--- src/rtl/spi_irq_pkg.sv ---
package spi_irq_pkg;
  typedef enum logic {
    MODE_SINGLE = 1'b0,
    MODE_FIFO   = 1'b1
  } irq_mode_e;

  // threshold comparison direction chosen per FIFO side
  typedef enum logic {
    CMP_AT_OR_ABOVE = 1'b0,
    CMP_AT_OR_BELOW = 1'b1
  } cmp_dir_e;

  function automatic logic level_hit(input cmp_dir_e dir, input logic [7:0] fill,
                                     input logic [7:0] level);
    return (dir == CMP_AT_OR_ABOVE) ? (fill >= level) : (fill <= level);
  endfunction
endpackage

--- src/rtl/spi_irq_sticky.sv ---
module spi_irq_sticky (
  input  logic clk,
  input  logic rst_n,
  input  logic set,
  input  logic clr,
  input  logic kill,
  output logic q,
  output logic q_nxt
);
  always_comb begin
    if (kill)     q_nxt = 1'b0;
    else if (set) q_nxt = 1'b1;
    else if (clr) q_nxt = 1'b0;
    else          q_nxt = q;
  end

  always_ff @(posedge clk) begin
    if (!rst_n) q <= 1'b0;
    else        q <= q_nxt;
  end


  set_wins_chk: assert property (@(posedge clk) disable iff (!rst_n)
    set && !kill |=> q);

  sticky_hold_chk: assert property (@(posedge clk) disable iff (!rst_n)
    q && !clr && !kill |=> q);
endmodule

--- src/rtl/spi_irq_single.sv ---
module spi_irq_single #(
  parameter int DATA_W = 16
) (
  input  logic              clk,
  input  logic              rst_n,
  input  logic              en,
  input  logic              kill,
  input  logic              char_done,
  input  logic [DATA_W-1:0] rx_word,
  input  logic              rx_read,
  input  logic              done_clr,
  input  logic              ovr_clr,
  input  logic              ovr_ie,
  output logic [DATA_W-1:0] rx_hold,
  output logic              done_q,
  output logic              done_nxt,
  output logic              ovr_q,
  output logic              ovr_req_q,
  output logic              ovr_req_nxt
);
  logic unread;
  logic ovr_nxt;
  logic done_set, ovr_set;

  assign done_set = en && char_done;
  assign ovr_set  = en && char_done && unread && !rx_read;

  always_ff @(posedge clk) begin
    if (!rst_n) begin
      rx_hold <= '0;
      unread  <= 1'b0;
    end else begin
      if (char_done) rx_hold <= rx_word;
      if (kill)           unread <= 1'b0;
      else if (char_done) unread <= 1'b1;
      else if (rx_read)   unread <= 1'b0;
    end
  end

  spi_irq_sticky u_done (
    .clk(clk), .rst_n(rst_n), .set(done_set), .clr(done_clr), .kill(kill),
    .q(done_q), .q_nxt(done_nxt)
  );

  spi_irq_sticky u_ovr (
    .clk(clk), .rst_n(rst_n), .set(ovr_set), .clr(ovr_clr), .kill(kill),
    .q(ovr_q), .q_nxt(ovr_nxt)
  );

  // request latches only on a fresh flag with the enable present
  always_comb begin
    if (kill)                            ovr_req_nxt = 1'b0;
    else if (ovr_set && !ovr_q && ovr_ie) ovr_req_nxt = 1'b1;
    else if (ovr_clr)                    ovr_req_nxt = 1'b0;
    else                                 ovr_req_nxt = ovr_req_q;
  end

  always_ff @(posedge clk) begin
    if (!rst_n) ovr_req_q <= 1'b0;
    else        ovr_req_q <= ovr_req_nxt;
  end


  hold_load_chk: assert property (@(posedge clk) disable iff (!rst_n)
    char_done |=> rx_hold == $past(rx_word));

  ovr_cause_chk: assert property (@(posedge clk) disable iff (!rst_n)
    $rose(ovr_q) |-> $past(unread) && $past(char_done));

  ovr_no_repeat_chk: assert property (@(posedge clk) disable iff (!rst_n)
    ovr_q && !ovr_clr |=> !$rose(ovr_req_q));
endmodule

--- src/rtl/spi_irq_fifo.sv ---
module spi_irq_fifo
  import spi_irq_pkg::*;
#(
  parameter int CNT_W = 5
) (
  input  logic             clk,
  input  logic             rst_n,
  input  logic             en,
  input  logic             kill,
  input  logic [CNT_W-1:0] rx_fill,
  input  logic [CNT_W-1:0] rx_level,
  input  logic [CNT_W-1:0] tx_fill,
  input  logic [CNT_W-1:0] tx_level,
  input  logic             rxff_clr,
  input  logic             txff_clr,
  output logic             rxff_q,
  output logic             rxff_nxt,
  output logic             txff_q,
  output logic             txff_nxt
);
  localparam int SIDES = 2;
  localparam int CMP_W = 8;

  logic [CNT_W-1:0] fill  [SIDES];
  logic [CNT_W-1:0] level [SIDES];
  logic [SIDES-1:0] clr, hit, q, nxt;

  assign fill[0]  = rx_fill;
  assign level[0] = rx_level;
  assign fill[1]  = tx_fill;
  assign level[1] = tx_level;
  assign clr      = {txff_clr, rxff_clr};

  for (genvar s = 0; s < SIDES; s++) begin : g_side
    localparam cmp_dir_e DIR = (s == 0) ? CMP_AT_OR_ABOVE : CMP_AT_OR_BELOW;
    assign hit[s] = en && level_hit(DIR, CMP_W'(fill[s]), CMP_W'(level[s]));
    spi_irq_sticky u_flag (
      .clk(clk), .rst_n(rst_n), .set(hit[s]), .clr(clr[s]), .kill(kill),
      .q(q[s]), .q_nxt(nxt[s])
    );
  end

  assign rxff_q   = q[0];
  assign rxff_nxt = nxt[0];
  assign txff_q   = q[1];
  assign txff_nxt = nxt[1];


  rx_level_chk: assert property (@(posedge clk) disable iff (!rst_n)
    en && !kill && (rx_fill >= rx_level) |=> rxff_q);

  tx_level_chk: assert property (@(posedge clk) disable iff (!rst_n)
    en && !kill && (tx_fill <= tx_level) |=> txff_q);

  fifo_idle_chk: assert property (@(posedge clk) disable iff (!rst_n)
    !en && !rxff_q && !txff_q |=> !rxff_q && !txff_q);
endmodule

--- src/rtl/spi_irq_unit.sv ---
module spi_irq_unit
  import spi_irq_pkg::*;
#(
  parameter int DATA_W = 16,
  parameter int CNT_W  = 5
) (
  input  logic              clk,
  input  logic              rst_n,
  input  logic              fifo_mode,
  input  logic              char_done,
  input  logic [DATA_W-1:0] rx_word,
  input  logic              rx_read,
  input  logic [CNT_W-1:0]  rx_fill,
  input  logic [CNT_W-1:0]  rx_level,
  input  logic [CNT_W-1:0]  tx_fill,
  input  logic [CNT_W-1:0]  tx_level,
  input  logic              done_ie,
  input  logic              ovr_ie,
  input  logic              rxff_ie,
  input  logic              txff_ie,
  input  logic              done_clr,
  input  logic              ovr_clr,
  input  logic              rxff_clr,
  input  logic              txff_clr,
  output logic              irq_rx,
  output logic              irq_tx,
  output logic [DATA_W-1:0] rx_hold,
  output logic              done_flag,
  output logic              ovr_flag,
  output logic              rxff_flag,
  output logic              txff_flag
);
  irq_mode_e mode, mode_q;
  logic kill;
  logic done_nxt, ovr_req_q, ovr_req_nxt, rxff_nxt, txff_nxt;

  assign mode = irq_mode_e'(fifo_mode);
  assign kill = (mode != mode_q);

  always_ff @(posedge clk) begin
    if (!rst_n) mode_q <= MODE_SINGLE;
    else        mode_q <= mode;
  end

  spi_irq_single #(.DATA_W(DATA_W)) u_single (
    .clk(clk), .rst_n(rst_n), .en(mode == MODE_SINGLE), .kill(kill),
    .char_done(char_done), .rx_word(rx_word), .rx_read(rx_read),
    .done_clr(done_clr), .ovr_clr(ovr_clr), .ovr_ie(ovr_ie),
    .rx_hold(rx_hold), .done_q(done_flag), .done_nxt(done_nxt),
    .ovr_q(ovr_flag), .ovr_req_q(ovr_req_q), .ovr_req_nxt(ovr_req_nxt)
  );

  spi_irq_fifo #(.CNT_W(CNT_W)) u_fifo (
    .clk(clk), .rst_n(rst_n), .en(mode == MODE_FIFO), .kill(kill),
    .rx_fill(rx_fill), .rx_level(rx_level), .tx_fill(tx_fill), .tx_level(tx_level),
    .rxff_clr(rxff_clr), .txff_clr(txff_clr),
    .rxff_q(rxff_flag), .rxff_nxt(rxff_nxt), .txff_q(txff_flag), .txff_nxt(txff_nxt)
  );

  always_ff @(posedge clk) begin
    if (!rst_n) begin
      irq_rx <= 1'b0;
      irq_tx <= 1'b0;
    end else if (mode == MODE_FIFO) begin
      irq_rx <= rxff_nxt && rxff_ie;
      irq_tx <= txff_nxt && txff_ie;
    end else begin
      irq_rx <= (done_nxt && done_ie) || ovr_req_nxt;
      irq_tx <= 1'b0;
    end
  end


  no_tx_single_chk: assert property (@(posedge clk) disable iff (!rst_n)
    !fifo_mode |=> !irq_tx);

  mode_flush_chk: assert property (@(posedge clk) disable iff (!rst_n)
    kill |=> !done_flag && !ovr_flag && !rxff_flag && !txff_flag && !ovr_req_q);

  done_gate_chk: assert property (@(posedge clk) disable iff (!rst_n)
    !fifo_mode && !done_ie && !ovr_req_nxt |=> !irq_rx);

  rx_fifo_gate_chk: assert property (@(posedge clk) disable iff (!rst_n)
    fifo_mode && !rxff_ie |=> !irq_rx);
endmodule

--- config.mk ---
export PLATFORM = sky130hd
export DESIGN_NAME = spi_irq_unit
export DESIGN_NICKNAME = d
export VERILOG_FILES = /design/src/rtl/spi_irq_pkg.sv /design/src/rtl/spi_irq_sticky.sv /design/src/rtl/spi_irq_single.sv /design/src/rtl/spi_irq_fifo.sv /design/src/rtl/spi_irq_unit.sv
export SDC_FILE = /design/constraint.sdc
export NUM_CORES = 1
export LEC_CHECK = 0
export ABC_AREA = 1
export BUFFER_PORTS_ARGS = -buffer_cell sky130_fd_sc_hd__buf_4
export CAP_MARGIN = 20
export CORE_MARGIN = 10
export CORE_UTILIZATION = 46
export DETAILED_ROUTE_END_ITERATION = 10
export PLACE_DENSITY = 0.82
export SETUP_SLACK_MARGIN = 0.15
export SYNTH_ARGS = -nofsm -noshare
export SYNTH_HDL_FRONTEND = slang
export SYNTH_SLANG_ARGS = --single-unit
--- constraint.sdc ---
create_clock -name clk -period 2.9 [get_ports clk]
set_input_delay 0.29 -clock clk [delete_from_list [all_inputs] [get_ports clk]]
set_output_delay 0.29 -clock clk [all_outputs]
set_load 0.03 [all_outputs]
==> tab_implementation.tex, run 1 <==
\begin{tabular}{lr}
\hline
Metric & Value \\
\hline
\multicolumn{2}{l}{\textbf{Status}} \\
Run status & completed \\
\multicolumn{2}{l}{\textbf{Logic synthesis}} \\
Synth Net Count & 222 \\
Seq cells post-synth & 25 \\
Area leader, netlist & dfxtp\_1 \\
Post-synthesis cell area & 1200 um2 \\
Area share of the largest cell type after synthesis & 0.415 \\
Synthesized area divided by synthesized cell count & 7.39 um2 \\
Ranking of synthesized cells by area & dfxtp\_1, nor2\_1, ha\_1, inv\_1, o21ai\_0 \\
Sequential element share of the synthesized area & 0.415 \\
Post-synthesis instance total & 163 \\
Count of different cell masters after synthesis & 22 \\
Warnings, synthesis & 0 \\
\multicolumn{2}{l}{\textbf{Cells and area}} \\
Final cell utilization of the core & 0.706 \\
Most common library cell in the layout ignoring fill and taps & buf\_4 \\
Antenna cells & 0 \\
Commonest non-fill, non-tap cells in the layout & buf\_4, nor2\_1, inv\_1, dfxtp\_1, nand2\_1 \\
Fraction of layout instances using a drive strength above 1 & 0.365 \\
Number of fill cells & $\sim$220 \\
Area Overhead vs Synth & 46.5\% \\
Fin nets & 293 \\
\multicolumn{2}{l}{\textbf{Clock network}} \\
Clock transition at the registers of the reported paths & 0.13 ns \\
CTS tree & done \\
Number of clock buffers inserted by TritonCTS & 3 \\
Gates resized, CTS repair & 0 \\
Maximum number of buffers from clock root to sink & 2 \\
Number of H-tree branching levels & 1 \\
Clock Root Buffer & clkbuf\_4 \\
Quantity of hold-fixing buffers added after cts & 0 \\
Clock sink count & 25 \\
Setup bufs post-CTS & 0 \\
Worst skew pair latency & 0.31 ns \\
\multicolumn{2}{l}{\textbf{Hold path}} \\
Endpoint of the worst hold-timing path & irq\_rx \\
Hold Crit Start & fifo\_mode \\
Hold Path Class & input port to register \\
Worst hold path depth & 2 \\
\multicolumn{2}{l}{\textbf{Timing}} \\
Share of the clock period used by the worst path & 0.398 \\
Relative max-transition margin & 0.824 \\
Max-slew violations & 0 \\
Slew @ Worst Pin & 0.263 ns \\
Final Skew & a little under 0.008 ns \\
Final Hold Violating Endpoints & 0 \\
Minimum period implied by the final worst setup slack & 1.15 ns \\
Fmax & between 0.8 and 0.9 GHz \\
Final sum of negative setup slack & 0 ns \\
RSZ-0062 raised after global routing & false \\
Number of failing setup endpoints in the final timing report & 0 \\
\multicolumn{2}{l}{\textbf{Setup path}} \\
Startpoint of the lowest-slack register-to-register path & mode\_q \\
CP max FO & 3 \\
R2R setup slack & 1.96 ns \\
Worst Setup Start Kind & register \\
Data arrival time of the critical path & between 0.8 and 0.9 ns \\
Cells along the critical path & buf\_4 \\
Largest stage delay on the critical path & 0.38 ns \\
Setup Crit Path Kind & register to primary output \\
Worst setup EP type & primary output \\
Length in cells of the worst reg-to-reg path & 4 \\
Worst endpoint required time & 2.61 ns \\
Crit path max-delay cell type & dfxtp\_1 \\
CP top delay family & flip-flops \\
Worst reg2reg path endpoint & u\_fifo.g\_side[0].u\_flag.q \\
Number of buffer and inverter instances along the worst setup path & 1 \\
\multicolumn{2}{l}{\textbf{Floorplan}} \\
Area of the core region & 2500 um2 \\
Die width & 71.2 um \\
DIE HEIGHT & slightly above 70 um \\
Starting Density & 0.482 \\
\# IOs & 71 \\
Site row count & 18 \\
Die ar. & 5070 um2 \\
\multicolumn{2}{l}{\textbf{GRT}} \\
Overflow left after global routing & 0 \\
Overall routing resource usage & 0.131 \\
Initial antenna violation count & 0 \\
Number of global-route vias before repair & approximately 1.2k \\
First-pass GRT wire length & 5530 um \\
Pin count of the biggest net entering global routing & 20 \\
\multicolumn{2}{l}{\textbf{Placed design}} \\
Port Buffers & 70 \\
Total half-perimeter wirelength after legalization and detailed placement & roughly 2700 um \\
Weighted congestion reported at the end of routability-driven placement & 0.749 \\
\multicolumn{2}{l}{\textbf{Pwr}} \\
Leakage power & $\sim$0.96 nW \\
Sequential share of power & 0.522 \\
Power spent charging and discharging nets & 0.205 mW \\
Worst IR Drop VDD & between 0.4 and 0.5 mV \\
Combinational cell fraction of total power & 0.267 \\
PD cells & 403 nW/um2 \\
Clock network power share & 0.211 \\
Proportion of total power due to net switching & 0.289 \\
Cell-internal power & 0.506 mW \\
\multicolumn{2}{l}{\textbf{Routing}} \\
Initial drt markers & 44 \\
Number of vias after detailed routing & approximately 1.2k \\
DRC violation count after routing & 0 \\
Post-detailed-route via-to-cell ratio & between 4 and 5 \\
Routed wire length & 3220 um \\
Post-route ant nets & 0 \\
Initial DRT Pass Iterations & 4 \\
Mean routed wirelength per cell & about 12 um \\
\multicolumn{2}{l}{\textbf{Flow run}} \\
Max-cap violations & 0 \\
\hline
\end{tabular}
==> area by class of cell <==
type                            count  area [um2]  area share
Timing Repair Buffer               70         526       0.298
Multi-Input combinational cell    105         567       0.321
Sequential cell                    25         500       0.283
Inverter                           29         109      0.0617
Tap cell                           30        37.5      0.0213
Clock buffer                        4        26.3      0.0149
==> registers in the layout, summed over array words and instances, names as in the netlist <==
name                    count
u_single.rx_hold           16
u_fifo.g_side.u_flag.q      2
irq_rx                      1
irq_tx                      1
mode_q                      1
u_single.ovr_req_q          1
u_single.u_done.q           1
u_single.u_ovr.q            1
u_single.unread             1
==> cell usage after synthesis <==
cell	number
nor2_1	36
dfxtp_1	25
inv_1	25
nand2_1	21
o21ai_0	16
ha_1	10
a21oi_1	7
inv_2	4
nand4_1	3
buf_2	2
nand2_2	2
nand3_1	2
a21oi_2	1
buf_4	1
buf_6	1
nand3_2	1
nand4_2	1
nor2_2	1
nor2_4	1
o21ai_1	1
o21ai_2	1
xor2_1	1
==> metal layers <==
metal | part of all wire | GRT usage | wire length (um) | vias up
met2 | 0.54 | 0.226 | 1740 | 27
li1 | - | - | - | 646
met1 | 0.38 | 0.144 | 1210 | 525
met4 | 0.0059 | 0.0258 | 19 | 0
met5 | 0 | 0 | 0 | -
met3 | 0.077 | 0.0614 | 249 | 2
==> power groups by stage <==
stage	logic [mW]	clock network, mW	registers, mW
CTS	0.193	0.156	0.372
global placement	0.189	0	0.379
floorplan	0.0670	0	0.413
global route	0.212	0.176	0.375
finish	0.190	0.150	0.372
detailed placement	0.192	0	0.379
==> how the worst max path moves through the flow <==
stage | startpoint | end | slack, ns | cells past startpoint
detailed placement | tx_fill[2] | irq_tx | 1.49 | 9
global route | u_single.u_ovr.q | ovr_flag | 1.69 | 1
CTS | u_single.u_ovr.q | ovr_flag | 1.74 | 1
finish | u_single.u_ovr.q | ovr_flag | 1.75 | 1
global placement | tx_fill[2] | irq_tx | 1.61 | 9
floorplan | tx_level[2] | irq_tx | 1.75 | 9
==> per-stage QoR <==
stage / power [mW] / instances / area [um2] / hold slack [ns] / setup slack [ns]
global route: 0.763 / 263 / 1770 / 0.129 / 1.69
finish: 0.712 / 263 / 1770 / 0.156 / 1.75
detailed placement: 0.572 / 259 / 1740 / 0.469 / 1.49
floorplan: 0.480 / 163 / 1200 / 0.373 / 1.75
global placement: 0.568 / 259 / 1740 / 0.467 / 1.61
CTS: 0.720 / 263 / 1770 / 0.151 / 1.74
==> cells by family after synthesis <==
kind of cell    after synthesis  share of synthesized area
compound gates               26                      0.114
xor+xnor                      1                    0.00727
buf+inv                      33                      0.114
fa+ha+maj                    10                      0.104
simple gates                 68                      0.245
flops                        25                      0.415
(Power assumes the default switching activity.)
==> inputs of run 2 (changes only) <==
--- a/config.mk
+++ b/config.mk
@@ -9,9 +9,9 @@
 export BUFFER_PORTS_ARGS = -buffer_cell sky130_fd_sc_hd__buf_4
 export CAP_MARGIN = 20
 export CORE_MARGIN = 10
-export CORE_UTILIZATION = 46
+export CORE_UTILIZATION = 38
 export DETAILED_ROUTE_END_ITERATION = 10
-export PLACE_DENSITY = 0.82
+export PLACE_DENSITY = 0.72
 export SETUP_SLACK_MARGIN = 0.15
 export SYNTH_ARGS = -nofsm -noshare
 export SYNTH_HDL_FRONTEND = slang
==> constraint.sdc (replaced) <==
create_clock -name clk -period 1.01 [get_ports clk]
set_input_delay 0.101 -clock clk [delete_from_list [all_inputs] [get_ports clk]]
set_output_delay 0.101 -clock clk [all_outputs]
set_load 0.03 [all_outputs]
==> tab_implementation.tex, run 2 (synthesized netlist as in run 1, its figures left out) <==
\begin{tabular}{lr}
\hline
Metric & Value \\
\hline
\multicolumn{2}{l}{\textbf{GRT}} \\
Overall routing resource usage & 0.129 (-0.00221) \\
First-pass GRT wire length & 6360 um (+15\%) \\
Overflow left after global routing & 0 (unchanged) \\
Number of global-route vias before repair & 1364 (+14\%) \\
Pin count of the biggest net entering global routing & 20 (unchanged) \\
Initial antenna violation count & 0 (unchanged) \\
\multicolumn{2}{l}{\textbf{Setup path}} \\
Number of buffer and inverter instances along the worst setup path & 1 (unchanged) \\
CP top delay family & flip-flops \\
Crit path max-delay cell type & dfxtp\_2 \\
Worst setup EP type & primary output \\
Critical path depth & 1 (unchanged) \\
Data arrival time of the critical path & 0.83 ns (-0.03 ns) \\
CP max FO & 3 (unchanged) \\
Worst Setup Start Kind & register \\
Setup Crit Path Kind & register to primary output \\
Cells along the critical path & buf\_6 \\
Worst endpoint required time & 0.91 ns (-1.70 ns) \\
Length in cells of the worst reg-to-reg path & 6 (+2) \\
Largest stage delay on the critical path & 0.38 ns (about the same) \\
\multicolumn{2}{l}{\textbf{Floorplan}} \\
Area of the core region & 3050 um2 (+22\%) \\
DIE HEIGHT & 76.3 um (+7.2\%) \\
Die ar. & 5820 um2 (+15\%) \\
Die width & 76.3 um (+7.2\%) \\
\# IOs & 71 (unchanged) \\
Site row count & 20 (+2) \\
Starting Density & 0.395 (-0.0873) \\
\multicolumn{2}{l}{\textbf{Cells and area}} \\
Commonest non-fill, non-tap cells in the layout & buf\_4, nor2\_1, dfxtp\_2 \\
Fin nets & 310 (+5.8\%) \\
Most common library cell in the layout ignoring fill and taps & buf\_4 \\
Antenna cells & 0 (unchanged) \\
Area Overhead vs Synth & 83.8\% \\
Fraction of layout instances using a drive strength above 1 & 0.532 (+0.167) \\
Number of flip-flops under the largest register name & 16 (unchanged) \\
Register name with the most flops & u\_single.rx\_hold \\
Top Registers & u\_single.rx\_hold (16), u\_fifo.g\_side.u\_flag.q (2) \\
\multicolumn{2}{l}{\textbf{Pwr}} \\
Leakage power & 1.06 nW (+10\%) \\
PD cells & 1020 nW/um2 (+150\%) \\
Worst IR Drop VDD & 0.792 mV (+74\%) \\
Overall power consumption & 2.26 mW (+220\%) \\
\multicolumn{2}{l}{\textbf{Placed design}} \\
Total half-perimeter wirelength after legalization and detailed placement & 2940 um (+8.9\%) \\
Weighted congestion reported at the end of routability-driven placement & 0.752 (+0.41\%) \\
Port Buffers & 70 (unchanged) \\
\multicolumn{2}{l}{\textbf{Clock network}} \\
Clock transition at the registers of the reported paths & 0.14 ns (about the same) \\
Maximum number of buffers from clock root to sink & 2 (unchanged) \\
Clock Root Buffer & clkbuf\_4 \\
CTS tree & done \\
Worst skew pair latency & 0.32 ns (about the same) \\
Number of H-tree branching levels & 1 (unchanged) \\
Clock sink count & 25 (unchanged) \\
Number of clock buffers inserted by TritonCTS & 3 (unchanged) \\
\multicolumn{2}{l}{\textbf{Timing}} \\
RSZ-0062 raised after global routing & true \\
Slew @ Worst Pin & 0.283 ns (+0.0201 ns) \\
Relative max-transition margin & 0.811 (-0.0134) \\
Fmax & 1.08 GHz \\
Final Hold Violating Endpoints & 0 (unchanged) \\
Minimum period implied by the final worst setup slack & just over 0.9 ns \\
Number of failing setup endpoints in the final timing report & 0 (unchanged) \\
Final Skew & 0.00187 ns (-0.00584 ns) \\
Max-slew violations & 0 (unchanged) \\
Worst Hold Slack & 0.00430 ns (-0.151 ns) \\
Share of the clock period used by the worst path & 0.920 \\
\multicolumn{2}{l}{\textbf{Flow run}} \\
Max-cap violations & 0 (unchanged) \\
\multicolumn{2}{l}{\textbf{Routing}} \\
Post-route ant nets & 0 (unchanged) \\
DRC violation count after routing & 0 (unchanged) \\
Initial drt markers & 19 (-57\%) \\
Mean routed wirelength per cell & 13.0 um (+6.4\%) \\
Number of vias after detailed routing & 1292 (+7.7\%) \\
Post-detailed-route via-to-cell ratio & 4.39 (-3.7\%) \\
Initial DRT Pass Iterations & 4 (unchanged) \\
Routed wire length & 3830 um (+19\%) \\
\multicolumn{2}{l}{\textbf{Hold path}} \\
Hold Path Class & input port to register \\
Worst hold path depth & 3 (+1) \\
\multicolumn{2}{l}{\textbf{Status}} \\
Run status & completed \\
\hline
\end{tabular}
run 2: layout make-up:
cell class              instances  area, um2
clock buffers                   3       22.5
multi-input cells             105        678
flip-flops and latches         25        529
repair buffers                 87        771
fillers                       254        838
inverters                      29        151
well taps                      44       55.1
clock inverters                 1       7.51
run 2: stage by stage:
stage / cells / utilization / setup WS, ns / setup TNS (ns) / cell area (um2)
finish: 294 / 0.725 / 0.0811 / 0 / 2210
detailed placement: 275 / 0.625 / -0.127 / -0.365 / 1910
CTS: 293 / 0.720 / 0.0755 / 0 / 2200
global placement: 275 / 0.625 / -0.0961 / -0.244 / 1910
global route: 294 / 0.725 / 0.0425 / 0 / 2210
floorplan: 163 / - / 0.0750 / 0 / 1340
run 2: path summary, 6_finish.rpt:
kind | endpoint | slack (ns) | from
setup / recovery | ovr_flag | 0.08 | u_single.u_ovr.q
hold / removal | u_single.rx_hold[6] | 0.004 | rx_word[6]
setup reg to reg | irq_rx | 0.10 | u_single.unread
hold reg to reg | u_single.ovr_req_q | 0.49 | u_single.ovr_req_q
run 2: routing by layer:
| metal | track usage | up-vias | wire length, um | share of wire |
|---|---|---|---|---|
| met2 | 0.227 | 38 | 1970 | 0.52 |
| met5 | 0 | - | 0 | 0 |
| met1 | 0.143 | 570 | 1570 | 0.41 |
| met4 | 0.0483 | 0 | 57 | 0.015 |
| met3 | 0.0366 | 6 | 229 | 0.060 |
| li1 | - | 678 | - | - |
run 2: power by group:
part           internal (mW)  total, mW  switching, mW  leakage, nW
clock network          0.151      0.464          0.313       0.0139
logic                  0.363      0.707          0.344        0.831
registers               1.05       1.09         0.0341        0.214
run 2: what timing repair did:
action                                  CTS  global route
endpoints found under the setup margin   28            30
pin swaps                                 1             4
gates resized for setup                  46             3
hold buffers                             14             0
buffers inserted                          0             1
endpoints found under the hold margin    14             0
==> inputs of run 3 (changes only) <==
--- a/config.mk
+++ b/config.mk
@@ -9,10 +9,11 @@
 export BUFFER_PORTS_ARGS = -buffer_cell sky130_fd_sc_hd__buf_4
 export CAP_MARGIN = 20
 export CORE_MARGIN = 10
-export CORE_UTILIZATION = 38
+export CORE_UTILIZATION = 40
 export DETAILED_ROUTE_END_ITERATION = 10
-export PLACE_DENSITY = 0.72
+export PLACE_DENSITY = 0.74
 export SETUP_SLACK_MARGIN = 0.15
 export SYNTH_ARGS = -nofsm -noshare
 export SYNTH_HDL_FRONTEND = slang
+export SYNTH_HIERARCHICAL = 1
 export SYNTH_SLANG_ARGS = --single-unit
==> tab_implementation.tex, run 3 <==
\begin{tabular}{lr}
\hline
Metric & Value \\
\hline
\multicolumn{2}{l}{\textbf{Placed design}} \\
Post-DP Area & 2040 um2 (+6.8\%) \\
Instance count after placement with tap cells included & 304 (+11\%) \\
Port Buffers & 70 (unchanged) \\
Post-placement worst setup slack & -0.407 ns (-0.280 ns) \\
Weighted congestion reported at the end of routability-driven placement & 0.732 (-2.6\%) \\
Total half-perimeter wirelength after legalization and detailed placement & 2890 um (-1.4\%) \\
\multicolumn{2}{l}{\textbf{Setup path}} \\
Cell type with the highest occurrence count on the critical path & nand2\_1 \\
Worst endpoint required time & 1.25 ns (+0.34 ns) \\
Worst setup EP type & register \\
Startpoint of the lowest-slack register-to-register path & mode\_q \\
Worst Setup Start Kind & register \\
Crit path max-delay cell type & dfxtp\_4 \\
Worst reg2reg path endpoint & irq\_rx \\
CP max FO & 4 (+1) \\
R2R setup slack & -0.05 ns (-0.15 ns) \\
Largest stage delay on the critical path & 0.39 ns (about the same) \\
Data arrival time of the critical path & 1.30 ns (+0.47 ns) \\
Cells along the critical path & xor2\_4 > clkinv\_1 > nand2\_2 > inv\_1 > nand2\_1 > nand2\_1 > nand2\_1 > nor2\_1 \\
Length in cells of the worst reg-to-reg path & 8 (+2) \\
Setup Crit Path Kind & register to register \\
\multicolumn{2}{l}{\textbf{Clock network}} \\
Clock transition at the registers of the reported paths & 0.13 ns (about the same) \\
Number of H-tree branching levels & 1 (unchanged) \\
Maximum number of buffers from clock root to sink & 2 (unchanged) \\
Clock sink count & 25 (unchanged) \\
CTS tree & done \\
Number of clock buffers inserted by TritonCTS & 3 (unchanged) \\
Worst skew pair latency & 0.32 ns (about the same) \\
Clock Root Buffer & clkbuf\_4 \\
\multicolumn{2}{l}{\textbf{Floorplan}} \\
\# IOs & 71 (unchanged) \\
Die ar. & 5930 um2 (+1.9\%) \\
DIE HEIGHT & 77.0 um (+0.95\%) \\
Starting Density & 0.423 (+0.0281) \\
Die width & 77.0 um (+0.95\%) \\
Area of the core region & 3080 um2 (+0.82\%) \\
Site row count & 20 (unchanged) \\
\multicolumn{2}{l}{\textbf{Hold path}} \\
Endpoint of the worst hold-timing path & u\_single/rx\_hold[14] \\
Worst hold path depth & 3 (unchanged) \\
Hold Path Class & input port to register \\
Hold Crit Start & rx\_word[14] \\
\multicolumn{2}{l}{\textbf{Status}} \\
Run status & complete, but fails checks \\
Failing checks & setup timing \\
\multicolumn{2}{l}{\textbf{Cells and area}} \\
Register name with the most flops & u\_single/rx\_hold \\
Final cell utilization of the core & 0.771 (+0.0453) \\
Antenna cells & 0 (unchanged) \\
Area Overhead vs Synth & 82.3\% \\
Fraction of layout instances using a drive strength above 1 & 0.516 (-0.0160) \\
Commonest non-fill, non-tap cells in the layout & buf\_4, nor2\_1, inv\_1, buf\_6, nand2\_1 \\
Top Registers & u\_single/rx\_hold (16), u\_fifo/g\_side.u\_flag/q (2) \\
Fin nets & 341 (+10\%) \\
Post-route design area & 2370 um2 (+7.1\%) \\
Number of fill cells & 229 (-9.8\%) \\
Count of placed standard cells in the final layout, fillers left out & 325 (+11\%) \\
Number of flip-flops under the largest register name & 16 (unchanged) \\
Most common library cell in the layout ignoring fill and taps & buf\_4 \\
\multicolumn{2}{l}{\textbf{GRT}} \\
Overall routing resource usage & 0.135 (+0.00572) \\
Number of global-route vias before repair & 1478 (+8.4\%) \\
Pin count of the biggest net entering global routing & 24 (+20\%) \\
Initial antenna violation count & 0 (unchanged) \\
Overflow left after global routing & 0 (unchanged) \\
First-pass GRT wire length & 6710 um (+5.5\%) \\
\multicolumn{2}{l}{\textbf{Routing}} \\
Initial DRT Pass Iterations & 4 (unchanged) \\
DRC violation count after routing & 0 (unchanged) \\
Post-route ant nets & 0 (unchanged) \\
Number of vias after detailed routing & 1433 (+11\%) \\
Initial drt markers & 53 (+34) \\
Mean routed wirelength per cell & 12.7 um (-2.9\%) \\
Routed wire length & 4110 um (+7.4\%) \\
Post-detailed-route via-to-cell ratio & 4.41 (+0.33\%) \\
\multicolumn{2}{l}{\textbf{Pwr}} \\
Worst IR Drop VDD & 1.19 mV (+51\%) \\
Leakage power & 1.21 nW (+14\%) \\
PD cells & 1000 nW/um2 (-1.4\%) \\
\multicolumn{2}{l}{\textbf{Timing}} \\
Slew @ Worst Pin & 0.202 ns (-0.0818 ns) \\
Relative max-transition margin & 0.865 (+0.0538) \\
Final Skew & 0.000554 ns (-0.00131 ns) \\
Fmax & 0.945 GHz (-12\%) \\
RSZ-0062 raised after global routing & true \\
Number of failing setup endpoints in the final timing report & 2 (+2) \\
Share of the clock period used by the worst path & 1.05 (+0.128) \\
Final Hold Violating Endpoints & 0 (unchanged) \\
Final critical-path setup slack & -0.0484 ns (-0.129 ns) \\
Max-slew violations & 0 (unchanged) \\
Minimum period implied by the final worst setup slack & 1.06 ns (+0.129 ns) \\
\multicolumn{2}{l}{\textbf{Logic synthesis}} \\
Warnings, synthesis & 6 (+6) \\
Post-synthesis instance total & 190 (+17\%) \\
Post-synthesis cell area & 1300 um2 (+8.0\%) \\
Synthesized area divided by synthesized cell count & 6.85 um2 (-7.4\%) \\
Synth Net Count & 249 (+12\%) \\
\multicolumn{2}{l}{\textbf{Flow run}} \\
Max-cap violations & 0 (unchanged) \\
\hline
\end{tabular}
run 3: critical path, delay by kind of cell (launching register included):
family                    cells  cell delay [ns]
xor gates and xnor gates      1             0.20
buffers and inverters         2             0.14
DFF                           1             0.39
and+or+nand+nor               5             0.27
run 3: worst max-delay path by stage:
| stage | from | to | cells past startpoint |
|---|---|---|---|
| after floorplan | rx_level[4] | irq_rx | 15 |
| after global placement | rx_level[4] | irq_rx | 16 |
| after CTS | mode_q | irq_rx | 7 |
| after detailed placement | rx_level[4] | irq_rx | 16 |
| after global routing | rx_level[4] | irq_rx | 16 |
| final | mode_q | irq_rx | 8 |
run 3: layer usage:
layer / wire, um / GRT usage / vias up
met5: 0 / 0 / -
met4: 35 / 0.0182 / 0
met3: 324 / 0.0594 / 6
met2: 2210 / 0.257 / 42
met1: 1540 / 0.134 / 644
li1: - / - / 741
run 3: report_power, final:
part,switching (mW),leakage (nW),internal (mW)
combinational,0.401,0.981,0.423
clock,0.315,0.0139,0.152
sequential,0.0386,0.214,1.05
total,0.755,1.21,1.63
run 3: final cells by class:
class                           count  area (um2)  area share
Timing Repair Buffer               91         816       0.344
Sequential cell                    25         531       0.224
Multi-Input combinational cell    117         733       0.309
Clock buffer                        3        22.5     0.00949
Inverter                           44         208      0.0876
Tap cell                           44        55.1      0.0232
Clock inverter                      1        7.51     0.00316
run 3: repair_timing:
item | CTS | global route
gates resized for setup | 48 | 6
setup buffers | 1 | 2
setup endpoints to repair | 30 | 30
hold buffers | 14 | 0
cloned | 0 | 0
pin swaps | 2 | 4
endpoints found under the hold margin | 14 | 0
run 3: metrics by stage:
step | hold slack (ns) | power, mW | setup TNS, ns
2_1_floorplan | 0.212 | 1.49 | -0.264
3_3_place_gp | 0.320 | 1.79 | -1.14
3_5_place_dp | 0.327 | 1.80 | -1.21
4_1_cts | 0.00244 | 2.38 | -0.0705
5_1_grt | 0.00316 | 2.52 | -0.364
6_report | 0.0135 | 2.38 | -0.0664
